--- src/rtl/trc_pkg.sv ---
package trc_pkg;
  localparam int unsigned NCOPY = 3;

  // bitwise two-out-of-three majority
  function automatic logic maj3(input logic a, input logic b, input logic c);
    return (a & b) | (a & c) | (b & c);
  endfunction
endpackage

--- src/rtl/trc_voter.sv ---
module trc_voter
  import trc_pkg::*;
#(
  parameter int unsigned W = 8
) (
  input  logic [W-1:0] a,
  input  logic [W-1:0] b,
  input  logic [W-1:0] c,
  output logic [W-1:0] y
);
  for (genvar i = 0; i < W; i++) begin : g_bit
    assign y[i] = maj3(a[i], b[i], c[i]);
  end
endmodule

--- src/rtl/trc_lane.sv ---
module trc_lane
  import trc_pkg::*;
#(
  parameter int unsigned W = 8
) (
  input  logic                     clk,
  input  logic                     rst,
  input  logic                     en,
  input  logic [W-1:0]             upset,
  input  logic [NCOPY-1:0][W-1:0]  all_q,
  output logic [W-1:0]             q,
  output logic [W-1:0]             voted
);
  logic [W-1:0] nxt;

  trc_voter #(.W(W)) u_vote (
    .a(all_q[0]),
    .b(all_q[1]),
    .c(all_q[2]),
    .y(voted)
  );

  // next state is formed from the vote, never from this lane's own flop
  always_comb begin
    nxt = en ? voted + W'(1) : voted;
  end

  always_ff @(posedge clk) begin
    if (rst) q <= '0;
    else     q <= nxt ^ upset;
  end
endmodule

--- src/rtl/trc_mismatch.sv ---
module trc_mismatch
  import trc_pkg::*;
#(
  parameter int unsigned W = 8
) (
  input  logic [NCOPY-1:0][W-1:0] all_q,
  output logic                    differ
);
  assign differ = (all_q[0] != all_q[1]) | (all_q[1] != all_q[2]);
endmodule

--- src/rtl/trc_counter.sv ---
module trc_counter
  import trc_pkg::*;
#(
  parameter int unsigned W = 8
) (
  input  logic         clk,
  input  logic         rst,
  input  logic         en,
  input  logic [W-1:0] flip_a,
  input  logic [W-1:0] flip_b,
  input  logic [W-1:0] flip_c,
  output logic [W-1:0] count,
  output logic         mismatch
);
  logic [NCOPY-1:0][W-1:0] regs;
  logic [NCOPY-1:0][W-1:0] votes;
  logic [NCOPY-1:0][W-1:0] upsets;

  assign upsets = {flip_c, flip_b, flip_a};

  for (genvar k = 0; k < NCOPY; k++) begin : g_copy
    trc_lane #(.W(W)) u_lane (
      .clk  (clk),
      .rst  (rst),
      .en   (en),
      .upset(upsets[k]),
      .all_q(regs),
      .q    (regs[k]),
      .voted(votes[k])
    );
  end

  trc_mismatch #(.W(W)) u_cmp (
    .all_q (regs),
    .differ(mismatch)
  );

  // copy A's voter drives the port; all three voters see identical inputs
  assign count = votes[0];
endmodule

--- config.mk ---
export PLATFORM = sky130hd
export DESIGN_NAME = trc_counter
export DESIGN_NICKNAME = d
export VERILOG_FILES = /design/src/rtl/trc_pkg.sv /design/src/rtl/trc_voter.sv /design/src/rtl/trc_lane.sv /design/src/rtl/trc_mismatch.sv /design/src/rtl/trc_counter.sv
export SDC_FILE = /design/constraint.sdc
export NUM_CORES = 1
export LEC_CHECK = 0
export BUFFER_PORTS_ARGS = -buffer_cell sky130_fd_sc_hd__buf_4
export CAP_MARGIN = 20
export CORE_MARGIN = 4
export CORE_UTILIZATION = 34
export DETAILED_ROUTE_END_ITERATION = 8
export SLEW_MARGIN = 40
export SYNTH_ARGS = -nofsm -noshare
export SYNTH_HDL_FRONTEND = slang
export SYNTH_HIERARCHICAL = 1
export SYNTH_SLANG_ARGS = --single-unit
--- constraint.sdc ---
create_clock -name clk -period 1.67 [get_ports clk]
set_clock_uncertainty 0.15 [all_clocks]
set_input_delay 0.2505 -clock clk [delete_from_list [all_inputs] [get_ports clk]]
set_output_delay 0.2505 -clock clk [all_outputs]
set_load 0.005 [all_outputs]
==> reports/qor.txt <==
======================================================================================
Delay of the slowest cell on the worst path                                    0.53 ns
Hpwl dp                                                                        3100 um
Wire length reported by the detailed router                                    4270 um
Clock buffer depth                                                                   2
CTS H-tree lvls                                                                      1
Die span in x                                                                  77.6 um
Comb pwr share                                                                   43.1%
Inserted Clock Buffers                                                               3
Combined area of all synthesized cells                                       1650 um^2
Unique cell type count in the Yosys netlist                                         25
Number of warning messages in the yosys log                                          6
CTS tree                                                                           yes
Synthesized netlist net count                                                      210
Final design utilization                                                         54.7%
Growth of design area from synthesis to finish                                   56.0%
Slew at the pin closest to its max-slew limit                                 0.323 ns
Fraction of power spent switching nets                                           31.6%
DRC violation count after routing                                                    0
Most common cell after layout, fill and taps aside                        sky130_fd_sc_hd__buf_4
Worst IR Drop VDD                                                           0.000379 V
Hold-fix buffers at CTS                                                              0
Root buffer cell                                                          sky130_fd_sc_hd__clkbuf_8
Initial cell density of the core                                                 35.1%
Diodes inserted                                                                      0
Clock-pin slew on the worst setup and hold paths                               0.09 ns
I/O pin total                                                                       36
Commonest cells after routing, fill and taps aside                        sky130_fd_sc_hd__buf_4 (48), sky130_fd_sc_hd__maj3_2 (24), sky130_fd_sc_hd__buf_6 (21), sky130_fd_sc_hd__xnor2_1 (17), sky130_fd_sc_hd__nor2_1 (15)
Final Cycle Share                                                                 121%
Critical path fanouts, max                                                           4
Relative contribution of sequential cells to total power                         34.1%
Global router's overall resource usage                                           13.4%
Floorplan die height                                                           77.6 um
Number of synthesized register bits                                                 24
Nature of the critical path endpoint                                      primary output
Nets                                                                               281
Cells traversed along the worst timing path                               nor3_1 > o22ai_1 > or4_4 > buf_6
Remaining global-route overflow                                                      0
Worst slack after detailed placement                                         -0.102 ns
Placer Congestion                                                                0.773
Count of endpoints failing setup in the final report                                10
Final Max Slew Viols                                                                 0
Number of max-capacitance violations reported                                        0
Fin crit period                                                                2.03 ns
Fill cell instance count of the final layout                                       439
Num rows                                                                            25
Leakage power                                                               0.00108 uW
Count of port buffers added during placement                                        35
DRC violation total after the first TritonRoute iteration                           70
Initial antenna violation count                                                      0
DIE AREA                                                                     6020 um^2
Maximum clock frequency                                                        494 MHz
Core Region                                                                  4690 um^2
Remaining antenna violation count                                                    0
Flip-flop count of the largest register after layout                                24
WS Path Type                                                                   reg2out
Setup repair after global routing missed its margin                               true
Startpoint types                                                              register
Vias in the first global route                                                    1408
Register area share after synthesis                                              29.2%
Run status                                                                finished with violations
Mapped Avg Cell Area                                                         9.15 um^2
Post-Syn Instances                                                                 180
Vias                                                                              1529
Pwr Density                                                                886 nW/um^2
Biggest register                                                          g_copy.u_lane/q
Registers with the most flip-flops                                        g_copy.u_lane/q x24
Worst setup slack after layout                                               -0.356 ns
Detailed Routing Iterations Pass 1                                                   4
Headroom to the max-slew limit                                                   78.5%
Global-route wire length before repair                                         6560 um
Failing checks                                                            negative setup slack
Maximum number of pins on one net before global-route repair                        25
WL per Instance                                                                14.1 um
Endpoints failing hold                                                               0
Number of clock sinks seen by CTS                                                   24
Required time at the endpoint of the critical path                             1.27 ns
Average vias per placed instance                                                  5.03
Net switching component of the power                                            718 uW
Min-delay worst type                                                            in2reg
Library cell contributing the largest single delay on the critical path   sky130_fd_sc_hd__or4_4
Part of the power in the clock network                                           22.8%
Data arrival, critical path                                                    1.63 ns
Internal Dissipation                                                           1560 uW
Worst-skew pair later-pin latency                                              0.27 ns
Share of layout cells above drive strength 1                                     60.8%
======================================================================================
[layer usage]
| layer | wire, um | up-vias | GRT usage (%) |
|---|---|---|---|
| li1 | - | 793 | - |
| met1 | 2090 | 695 | 19.5 |
| met2 | 1950 | 39 | 20.2 |
| met3 | 207 | 2 | 2.55 |
| met4 | 28 | 0 | 3.38 |
| met5 | 0 | - | 0 |
[worst max-delay path: cells and delay by family, from the launching register on]
family,cells,cell delay [ns]
AO/OA/AOI/OAI,1,0.10
buffers and inverters,1,0.13
flip-flops,1,0.36
AND/OR/NAND/NOR,2,0.77
[stage by stage]
stage	hold slack (ns)	total power, uW	instances	instance area (um^2)	setup TNS [ns]
after global routing	0.0711	2410	304	2570	-1.38
after CTS	0.0647	2080	297	2270	-0.446
after floorplan	0.245	1200	180	1650	0
final	0.0656	2280	304	2570	-0.735
after global placement	0.353	1520	292	2160	-0.0918
after detailed placement	0.352	1530	292	2160	-0.151
[synth_stat cells (all sizes together)]
library cell	instances	area share (%)
buf	3	0.68
nand2	6	1.4
dfxtp	24	29
or3	3	1.1
xnor2	18	9.6
nor3b	6	2.7
o22ai	4	1.5
nor3	11	3.3
maj3	24	16
a21oi	9	2.7
o21ai	3	0.91
xor2	15	8.0
and4	6	3.4
or4	1	0.46
mux2i	3	1.8
nand3	6	1.8
nand4	6	3.4
and3	8	3.3
and2	6	2.5
ha	3	2.3
nor2	15	3.4
[timing repair]
action                     in CTS  in global routing
buffers inserted                1                  7
setup endpoints to repair      10                 18
gates resized for setup        14                 64
pin swaps                       2                 21
gates cloned                    0                  0
[worst paths after layout]
| check | slack, ns | to | cells after the start | start |
|---|---|---|---|---|
| worst min-delay path | 0.07 | g_copy[1].u_lane/q[1] | 3 | flip_b[1] |
| worst max register to register | -0.05 | g_copy[0].u_lane/q[1] | 6 | g_copy[2].u_lane/q[1] |
| worst min register to register | 0.75 | g_copy[1].u_lane/q[6] | 5 | g_copy[1].u_lane/q[6] |
| worst max-delay path | -0.36 | mismatch | 4 | g_copy[2].u_lane/q[1] |
[power groups by stage]
stage	sequential [uW]	clock [uW]	combinational, uW
floorplan	758	0	444
global placement	754	0	770
detailed placement	758	0	774
CTS	758	527	792
global route	792	545	1080
finish	777	519	980
[cell families (layout without fill, tap and decap cells)]
family                     after synthesis  count (layout)  synth area share, %
buffers and inverters                    3              73                0.684
adders and majority gates               27              27                 18.7
muxes                                    3               3                 1.82
and+or+nand+nor                         74              74                 26.9
AOI/OAI and AO/OA                       16              16                 5.17
DFF                                     24              24                 29.2
xor gates and xnor gates                33              33                 17.6
[layout make-up]
| type | instances | area, um^2 | area share (%) |
|---|---|---|---|
| Clock inverter | 1 | 30.0 | 1.17 |
| Multi-Input combinational cell | 153 | 1310 | 51.1 |
| Clock buffer | 3 | 41.3 | 1.61 |
| Timing Repair Buffer | 69 | 597 | 23.2 |
| Sequential cell | 24 | 520 | 20.3 |
| Tap cell | 54 | 67.6 | 2.63 |
Power figures use the tool's default switching activity.
